===== src/rtl/vsched_pkg.sv =====
package vsched_pkg;
    localparam int NUM_CTR = 4;
    localparam int CTR_W   = 32;
    localparam int SEL_W   = $clog2(NUM_CTR);
    localparam int PMC_W   = 32;

    typedef enum logic [SEL_W-1:0] {
        CTR_RST = 2'd0,
        CTR_IRQ = 2'd1,
        CTR_FIQ = 2'd2,
        CTR_DBG = 2'd3
    } ctr_id_e;

    // Monitor-control bit that clears each shared timer's flag.
    function automatic int clr_bit(int idx);
        case (idx)
            0:       return 10;
            1:       return 8;
            2:       return 9;
            default: return 0;
        endcase
    endfunction
endpackage


===== src/rtl/vsched_dec.sv =====
module vsched_dec #(
    parameter int N  = 4,
    parameter int SW = 2
) (
    input  logic          en,
    input  logic [SW-1:0] sel,
    output logic [N-1:0]  oh
);
    always_comb begin
        for (int i = 0; i < N; i++) begin
            oh[i] = en && (sel == SW'(i));
        end
    end
endmodule


===== src/rtl/vsched_ctr.sv =====
module vsched_ctr #(
    parameter int W = 32
) (
    input  logic         clk,
    input  logic         rst,
    input  logic         load,
    input  logic [W-1:0] load_val,
    input  logic         start,
    input  logic         stop,
    input  logic         flag_clr,
    output logic [W-1:0] cnt_o,
    output logic         run_o,
    output logic         flag_o
);
    localparam logic [W-1:0] ALL_ONES = '1;

    typedef struct packed {
        logic [W-1:0] cnt;
        logic         run;
        logic         flag;
    } state_t;

    state_t s_d, s_q;
    logic   wrap;

    always_comb begin
        s_d  = s_q;
        wrap = s_q.run && !load && (s_q.cnt == ALL_ONES);

        if (start) begin
            s_d.run = 1'b1;
        end else if (stop) begin
            s_d.run = 1'b0;
        end

        if (load) begin
            s_d.cnt = load_val;
        end else if (s_q.run) begin
            s_d.cnt = s_q.cnt + W'(1);
        end

        // rollover beats a clear in the same cycle
        if (wrap) begin
            s_d.flag = 1'b1;
        end else if (flag_clr) begin
            s_d.flag = 1'b0;
        end
    end

    always_ff @(posedge clk) begin
        if (rst) begin
            s_q <= '0;
        end else begin
            s_q <= s_d;
        end
    end

    assign cnt_o  = s_q.cnt;
    assign run_o  = s_q.run;
    assign flag_o = s_q.flag;
endmodule


===== src/rtl/vsched_top.sv =====
module vsched_top
    import vsched_pkg::*;
#(
    parameter int CNT_W = CTR_W
) (
    input  logic             clk,
    input  logic             rst,
    input  logic             val_wr_en,
    input  logic [SEL_W-1:0] val_wr_sel,
    input  logic [CNT_W-1:0] val_wr_data,
    input  logic             ops_wr_en,
    input  logic [SEL_W-1:0] ops_wr_sel,
    input  logic             ops_wr_start,
    output logic [CNT_W-1:0] ops_rd_data,
    input  logic             pmc_wr_en,
    input  logic [PMC_W-1:0] pmc_wr_data,
    output logic             evt_rst_n,
    output logic             evt_irq_n,
    output logic             evt_fiq_n,
    output logic             evt_dbg,
    output logic [CNT_W-1:0] cnt_rst,
    output logic [CNT_W-1:0] cnt_irq,
    output logic [CNT_W-1:0] cnt_fiq,
    output logic [CNT_W-1:0] cnt_dbg
);
    logic [NUM_CTR-1:0] load_oh, ops_oh, start_vec, stop_vec, clr_vec;
    logic [NUM_CTR-1:0] run_vec, flag_vec, evt_vec;
    logic [CNT_W-1:0]   cnt_arr [NUM_CTR];

    vsched_dec #(.N(NUM_CTR), .SW(SEL_W)) u_val_dec (
        .en (val_wr_en),
        .sel(val_wr_sel),
        .oh (load_oh)
    );

    vsched_dec #(.N(NUM_CTR), .SW(SEL_W)) u_ops_dec (
        .en (ops_wr_en),
        .sel(ops_wr_sel),
        .oh (ops_oh)
    );

    assign start_vec = ops_oh & {NUM_CTR{ops_wr_start}};
    assign stop_vec  = ops_oh & {NUM_CTR{!ops_wr_start}};

    for (genvar g = 0; g < NUM_CTR; g++) begin : g_ctr
        if (g == int'(CTR_DBG)) begin : g_stop_clr
            assign clr_vec[g] = stop_vec[g];
        end else begin : g_pmc_clr
            assign clr_vec[g] = pmc_wr_en && pmc_wr_data[clr_bit(g)];
        end

        vsched_ctr #(.W(CNT_W)) u_ctr (
            .clk     (clk),
            .rst     (rst),
            .load    (load_oh[g]),
            .load_val(val_wr_data),
            .start   (start_vec[g]),
            .stop    (stop_vec[g]),
            .flag_clr(clr_vec[g]),
            .cnt_o   (cnt_arr[g]),
            .run_o   (run_vec[g]),
            .flag_o  (flag_vec[g])
        );

        assign evt_vec[g] = flag_vec[g] && run_vec[g];
    end

    assign evt_rst_n   = !evt_vec[CTR_RST];
    assign evt_irq_n   = !evt_vec[CTR_IRQ];
    assign evt_fiq_n   = !evt_vec[CTR_FIQ];
    assign evt_dbg     = evt_vec[CTR_DBG];
    assign cnt_rst     = cnt_arr[CTR_RST];
    assign cnt_irq     = cnt_arr[CTR_IRQ];
    assign cnt_fiq     = cnt_arr[CTR_FIQ];
    assign cnt_dbg     = cnt_arr[CTR_DBG];
    assign ops_rd_data = '0;
endmodule


===== config.mk =====
export PLATFORM = sky130hd
export DESIGN_NAME = vsched_top
export DESIGN_NICKNAME = d
export VERILOG_FILES = /design/src/rtl/vsched_pkg.sv /design/src/rtl/vsched_dec.sv /design/src/rtl/vsched_ctr.sv /design/src/rtl/vsched_top.sv
export SDC_FILE = /design/constraint.sdc
export NUM_CORES = 1
export LEC_CHECK = 0
export ABC_AREA = 1
export BUFFER_PORTS_ARGS = -buffer_cell sky130_fd_sc_hd__buf_2
export CAP_MARGIN = 20
export CELL_PAD_IN_SITES_DETAIL_PLACEMENT = 1
export CELL_PAD_IN_SITES_GLOBAL_PLACEMENT = 2
export CORE_ASPECT_RATIO = 0.5
export CORE_MARGIN = 4
export CORE_UTILIZATION = 30
export DETAILED_ROUTE_END_ITERATION = 8
export GPL_TIMING_DRIVEN = 0
export PLACE_DENSITY = 0.95
export SLEW_MARGIN = 20
export SYNTH_ARGS = -nofsm -noshare
export SYNTH_HDL_FRONTEND = slang
export SYNTH_SLANG_ARGS = --single-unit

===== constraint.sdc =====
create_clock -name clk -period 2.7 [get_ports clk]
set_input_delay 0.135 -clock clk [delete_from_list [all_inputs] [get_ports clk]]
set_output_delay 0.135 -clock clk [all_outputs]
set_load 0.005 [all_outputs]

==> results_dict.tcl, run 1 <==
set metrics [dict create \
    status "finished clean" \
    maxSlewHeadroom_pct 34.28 \
    skew_ns 0.008967 \
    synth_compound_area_share_pct 14.95 \
    syn-cell-area_sq_um 9836 \
    clk_latency_ns 0.45 \
    slowest_delay_ns 0.44 \
    fmax_mhz 548.6 \
    tightest_slew_ns 0.9858 \
    synth-edff-count 0 \
    yosys_warnings 0 \
    yosysTopAreaCellShare_pct 27.68 \
    muxShareOfSynthArea_pct 0 \
    p_int_mw 3.883 \
    worstPathRequired_ns 3.07 \
    yosys.area_share.simple_pct 38.30 \
    grt_pass1_vias 11150 \
    postPlaceCellArea_sq_um 11370 \
    async_flop_share_pct 0 \
    htreeDepth 4 \
    cpMaxStageDelayCell "dfxtp_1" \
    syn_inst 1663 \
    syn_avg_cell_area_sq_um 5.914 \
    min_path_type "input pin to flop" \
    antenna_found_initial 3 \
    cts_root_buffer "clkbuf_16" \
    crit_chain "ha_1, inv_1, nor2_2, nand2_2, nor2_4, nand2_1, nor2_1, nand3_1, a21oi_1" \
    syn_to_final_growth_pct 22.39 \
    grt_max_degree 17 \
    io_buffers 175 \
    finalCritPeriodShare_pct 67.52 \
    p_sw_mw 1.606 \
    cpLargestDelayFamily "simple AND/OR/NAND/NOR gates" \
    synth_top_family_by_area "simple AND/OR/NAND/NOR gates" \
    core_region_area_sq_um 32000 \
    cts.sinks 136 \
    grt_util_all_layers_pct 23.68 \
    period_needed_ns 1.823 \
    synthFlopType "dfxtp_1" \
    die-area_sq_um 35920 \
    ys_ff_latch 136 \
    via_per_inst 4.952 \
    fin_nets 1971 \
    ctsLongestPathBuffers 2 \
    synth_cell_type_count 35 \
    cts_buffers 17 \
    ir_worst_vdd_mv 0.3653 \
    drive_gt1_share_pct 17.73 \
    path_class "flop to flop" \
    cts_tree "built" \
    rsz0062_at_grt "false" \
    setup_viol 0 \
    grt_pass1_wl_mm 65.60 \
    synthXorXnorAreaFrac_pct 4.274 \
    post_cts_resized 0 \
    cts-hold-fix-buffers 5 \
    cp_max_fo 4 \
    die_y_um 136.0 \
    power_density_nw_per_um2 456.0 \
    wl_per_cell_um 18.82 \
    p_clk_share_pct 46.4 \
    finalSetupTns_ns 0 \
    overflow 0 \
    cts_setup_buffers 0 \
    drv_slew 0 \
    vias 11600 \
    design_area_sq_um 12040 \
    initial_core_util_pct 30.74 \
    hpwl_mm 33.72 \
    clk_pin_slew_ns 0.07 \
    seq_power_share_pct 40.3 \
    drt-initial-drc-count 848 \
    netlist_top_cells_area "dfxtp_1 28%, nand2_1 20%, inv_1 9.4%" \
    drtAntennaViolNets 0 \
    die_x_um 264.1 \
    gp_congestion 0.8944 \
    hold_violations 0 \
    fp-row-count 46 \
    comb_power_share_pct 13.3 \
    swShare_pct 29.26 \
    worstPathArrival_ns 2.20 \
    synthAdderAreaFrac_pct 0.5088 \
    regToRegSetupSlack_ns 0.88 \
    fillers 4422 \
    synth_seq_area_share_pct 27.68 \
    synth_top_area_cell "dfxtp_1" \
    dr.pass1.iters 5 \
    ios 238 \
    crit_path_end_kind "flop" \
    leakagePower_nw 5.062 \
    cap_viol_max_count 0 \
    start_kind "flop" \
    path_buf_inv 1 \
    route.detailed.drc 0 \
    routed_wl_mm 44.07 \
]
[power by group through the flow]
stage          Sequential [mW]  Clock [mW]  Combinational (mW)
2_1_floorplan             2.22           0               0.395
3_3_place_gp              2.25           0               0.702
3_5_place_dp              2.25           0               0.712
4_1_cts                   2.21        2.55               0.722
5_1_grt                   2.22        2.64               0.795
6_report                  2.21        2.55               0.732
[tightest hold or removal path: stages]
cell and delay (ns):
buf_2 0.14, nand2_1 0.07, a31oi_1 0.07
[per-stage QoR]
stage / instances / util (%) / hold slack (ns) / setup WS [ns] / power [mW]
final: 2342 / 37.62 / 0.01099 / 0.8770 / 5.490
after global routing: 2342 / 37.62 / 0.02997 / 0.7527 / 5.658
after CTS: 2338 / 37.59 / 0.008923 / 0.9064 / 5.483
after detailed placement: 2301 / 35.53 / 0.4262 / 0.7038 / 2.965
after global placement: 2301 / 35.53 / 0.4219 / 0.7292 / 2.956
after floorplan: 1694 / - / 0.3050 / 1.254 / 2.614
[cells in the final DEF, fill, tap and decap left out, types with 5 or more instances in the layout]
cell type and count:
inv_2 8, buf_4 33, nor2_2 13, buf_2 200, xnor2_1 19, nor3_1 5
nor2_4 24, nand3b_1 7, nand2_2 22, a31oi_1 22, inv_1 247, clkbuf_1 18
clkbuf_16 17, o21ai_1 9, nand2_1 531, o22ai_1 66, dfxtp_1 136, a21oi_1 109
nand3_1 85, nor2_1 175, o21ai_0 49, conb_1 32, dlygate4sd3_1 5, xor2_1 29
[cell type report]
| class | count | area (sq um) | share of cell area [%] |
|---|---|---|---|
| clock buffers | 24 | 491.7 | 4.085 |
| multi-input cells | 1228 | 5828 | 48.41 |
| plain buffers | 75 | 444.2 | 3.690 |
| clock inverters | 8 | 117.6 | 0.9770 |
| repair buffers | 180 | 925.9 | 7.692 |
| inverters | 255 | 957.2 | 7.951 |
| flip-flops and latches | 136 | 2723 | 22.62 |
| diodes | 4 | 10.01 | 0.08315 |
| well taps | 432 | 540.5 | 4.490 |
[synth_stat cells, types with 5 or more instances]
| cell | number |
|---|---|
| nand2_1 | 531 |
| inv_1 | 247 |
| nor2_1 | 175 |
| dfxtp_1 | 136 |
| a21oi_1 | 109 |
| nand3_1 | 85 |
| o22ai_1 | 66 |
| o21ai_0 | 49 |
| buf_4 | 33 |
| xor2_1 | 29 |
| buf_2 | 25 |
| nor2_4 | 24 |
| a31oi_1 | 22 |
| nand2_2 | 22 |
| xnor2_1 | 19 |
| clkbuf_1 | 15 |
| nor2_2 | 13 |
| o21ai_1 | 9 |
| inv_2 | 8 |
| nand3b_1 | 7 |
| nor3_1 | 5 |
[layer usage]
metal / vias up / global-route usage, % / part of all wire (%)
met3: 67 / 3.363 / 4.7
li1: 5645 / - / -
met1: 5596 / 31.39 / 46
met4: 0 / 7.852 / 3.3
met5: - / 0 / 0
met2: 289 / 39.99 / 46
[logic make-up (layout without fill, tap and decap cells)]
kind of cell,Yosys count,in the layout
flip-flops,136,136
other,1,36
AND/OR/NAND/NOR,878,878
adder cells (fa/ha/maj),4,4
AO/OA/AOI/OAI,266,266
XOR/XNOR,48,48
buffers and inverters,330,542
[path summary, 6_finish.rpt]
path                                        start                              endpoint  cells past startpoint
max reg2reg  g_ctr[2].u_ctr.cnt_o[1]$_SDFFE_PP0P_    g_ctr[2].u_ctr.flag_o$_SDFFE_PP0P_                      9
min                                val_wr_data[3]  g_ctr[0].u_ctr.cnt_o[3]$_SDFFE_PP0P_                      3
min reg2reg    g_ctr[0].u_ctr.flag_o$_SDFFE_PP0P_    g_ctr[0].u_ctr.flag_o$_SDFFE_PP0P_                      2
max          g_ctr[2].u_ctr.cnt_o[1]$_SDFFE_PP0P_    g_ctr[2].u_ctr.flag_o$_SDFFE_PP0P_                      9
[state kept, by name (all words and copies together), names as in the netlist]
name                count
g_ctr.u_ctr.flag_o      4
g_ctr.u_ctr.run_o       4
g_ctr.u_ctr.cnt_o     128
Note: power is estimated with default switching activity, not from simulation.
==> inputs of run 2 (changes only) <==
CORE_UTILIZATION = 28   (was 30)
PLACE_DENSITY = 0.91   (was 0.95)
clock period = 1.88 ns   (was 2.7 ns; I/O delays follow)
==> run 2 against run 1 <==
Worst hold slack gained 0.0090 ns. Power grew 39%. First-iteration DRC count shrank 12%. Combinational power grew 46%. Core utilization shrank 2.4 points. Via count shrank 1.2%. Die area grew 6.8%. Non-clock buffer count grew 11. Sequential share of layout area shrank 0.19 points. Worst setup slack lost 0.76 ns. Clock skew shrank 0.00060 ns. Critical path type is now input pin to flop. Largest cell class unchanged.
==> results_dict.tcl, run 2 (synthesized netlist as in run 1, its figures left out) <==
set metrics [dict create \
    crit_path_end_kind "flop" \
    cts_root_buffer "clkbuf_16" \
    min_path_type "input pin to flop" \
    overflow 0 \
    cap_viol_max_count 0 \
    grt_max_degree 17 \
    initial_core_util_pct 28.48 \
    finalCritPeriodShare_pct 93.82 \
    die_y_um 140.5 \
    drv_slew 0 \
    fmax_mhz 567.0 \
    fin_nets 1982 \
    grt_util_all_layers_pct 22.84 \
    cpLargestDelayFamily "buffers and inverters" \
    ir_worst_vdd_mv 0.4907 \
    vias 11460 \
    crit_chain "dlygate4sd3_1, buf_2, inv_2, nand3_1, dlygate4sd3_1, a21oi_2, dlygate4sd3_1" \
    maxSlewHeadroom_pct 37.66 \
    cts_buffers 17 \
    hold_violations 0 \
    cpMaxStageDelayCell "dlygate4sd3_1" \
    slowest_delay_ns 0.58 \
    syn_to_final_growth_pct 23.67 \
    start_kind "input pin" \
    setup_viol 0 \
    route.detailed.drc 0 \
    dr.pass1.iters 6 \
    rsz0062_at_grt "false" \
    design_area_sq_um 12160 \
    status "finished clean" \
    period_needed_ns 1.764 \
    utilization_pct 35.22 \
    fp-row-count 48 \
    clk_pin_slew_ns 0.06 \
    htreeDepth 4 \
    wl_met3_mm 1.665 \
    clk_latency_ns 0.45 \
    die_x_um 273.1 \
    drt-initial-drc-count 749 \
    cp_max_fo 4 \
    largest_reg_flops 128 \
    io_buffers 175 \
    worstPathRequired_ns 2.28 \
    path_class "input pin to flop" \
    power_density_nw_per_um2 629.2 \
    worstPathArrival_ns 2.16 \
    dr.max_layer_used "met4" \
    met2_wirelength_mm 21.45 \
    postPlaceCellArea_sq_um 11420 \
    leakagePower_nw 5.088 \
    drtAntennaViolNets 0 \
    cts_setup_buffers 0 \
    gp_congestion 0.8586 \
    cts_tree "built" \
    mostFrequentLayoutCell "nand2_1" \
    hpwl_mm 34.06 \
    antenna_found_initial 2 \
    grt_pass1_vias 11380 \
    skew_ns 0.008367 \
    core_region_area_sq_um 34530 \
    grt_pass1_wl_mm 67.38 \
    tightest_slew_ns 0.9351 \
    ios 238 \
    wl_met1_mm 20.11 \
    die-area_sq_um 38370 \
    layout_common_cells "531 x nand2_1, 245 x inv_1, 200 x buf_2" \
    drive_gt1_share_pct 18.06 \
    routed_wl_mm 44.28 \
    cts.sinks 136 \
    via_per_inst 4.789 \
    crit_top_cell "dlygate4sd3_1" \
    ctsLongestPathBuffers 2 \
    wl_per_cell_um 18.51 \
    path_buf_inv 5 \
]
run 2: final timing paths:
path                                        start  cells past startpoint                                     to  slack (ns)
max                                 ops_wr_sel[0]                      7      g_ctr[2].u_ctr.run_o$_SDFFE_PP0P_        0.12
min                               val_wr_data[15]                      3  g_ctr[2].u_ctr.cnt_o[15]$_SDFFE_PP0P_        0.02
max reg2reg  g_ctr[2].u_ctr.cnt_o[1]$_SDFFE_PP0P_                      9     g_ctr[2].u_ctr.flag_o$_SDFFE_PP0P_        0.13
min reg2reg    g_ctr[2].u_ctr.flag_o$_SDFFE_PP0P_                      2     g_ctr[2].u_ctr.flag_o$_SDFFE_PP0P_        0.46
run 2: power breakdown:
part | leakage (nW) | total [mW] | internal, mW | switching [mW]
Sequential | 1.11 | 3.18 | 3.00 | 0.183
Clock | 0.282 | 3.40 | 2.00 | 1.41
Combinational | 3.70 | 1.07 | 0.379 | 0.693
run 2: metrics by stage:
stage               TNS, ns  setup slack (ns)  cells  hold WS (ns)  total power [mW]
floorplan                 0            0.4340   1694        0.2640             3.754
global placement     -1.180          -0.09984   2344        0.3907             4.253
detailed placement   -1.936           -0.1549   2344        0.3949             4.268
CTS                       0           0.04037   2391       0.01224             7.664
global route              0          0.002817   2392       0.02475             7.924
finish                    0            0.1162   2392       0.01995             7.653
run 2: layer usage:
metal  vias to the layer above  GRT usage [%]
met5                         -              0
met4                         0          6.906
met3                        68          3.834
met2                       204          39.72
met1                      5522          29.14
li1                       5661              -
run 2: worst reg2reg max path, cell delays in order, from the launching register on:
cell and delay [ns]:
dfxtp_1 0.42, ha_1 0.24, inv_1 0.10, nor2_2 0.19, nand2_2 0.14, nor2_4 0.13
nand2_1 0.08, nor2_1 0.09, nand3_1 0.13, a21oi_1 0.15
run 2: layout make-up:
class                           count  area (sq um)
Buffer                             75         444.2
Clock buffer                       21         460.4
Multi-Input combinational cell   1228          5839
Antenna cell                        1         2.502
Tap cell                          475         594.3
Timing Repair Buffer              191          1036
Clock inverter                     10         102.6
Inverter                          255         957.2
Fill cell                        4680         22370
Sequential cell                   136          2728
run 2: repair_timing:
action / 4_1_cts / 5_1_grt
endpoints found under the setup margin: 0 / 13
gates resized for setup: 0 / 10
endpoints found under the hold margin: 19 / 0
hold buffers: 16 / 0
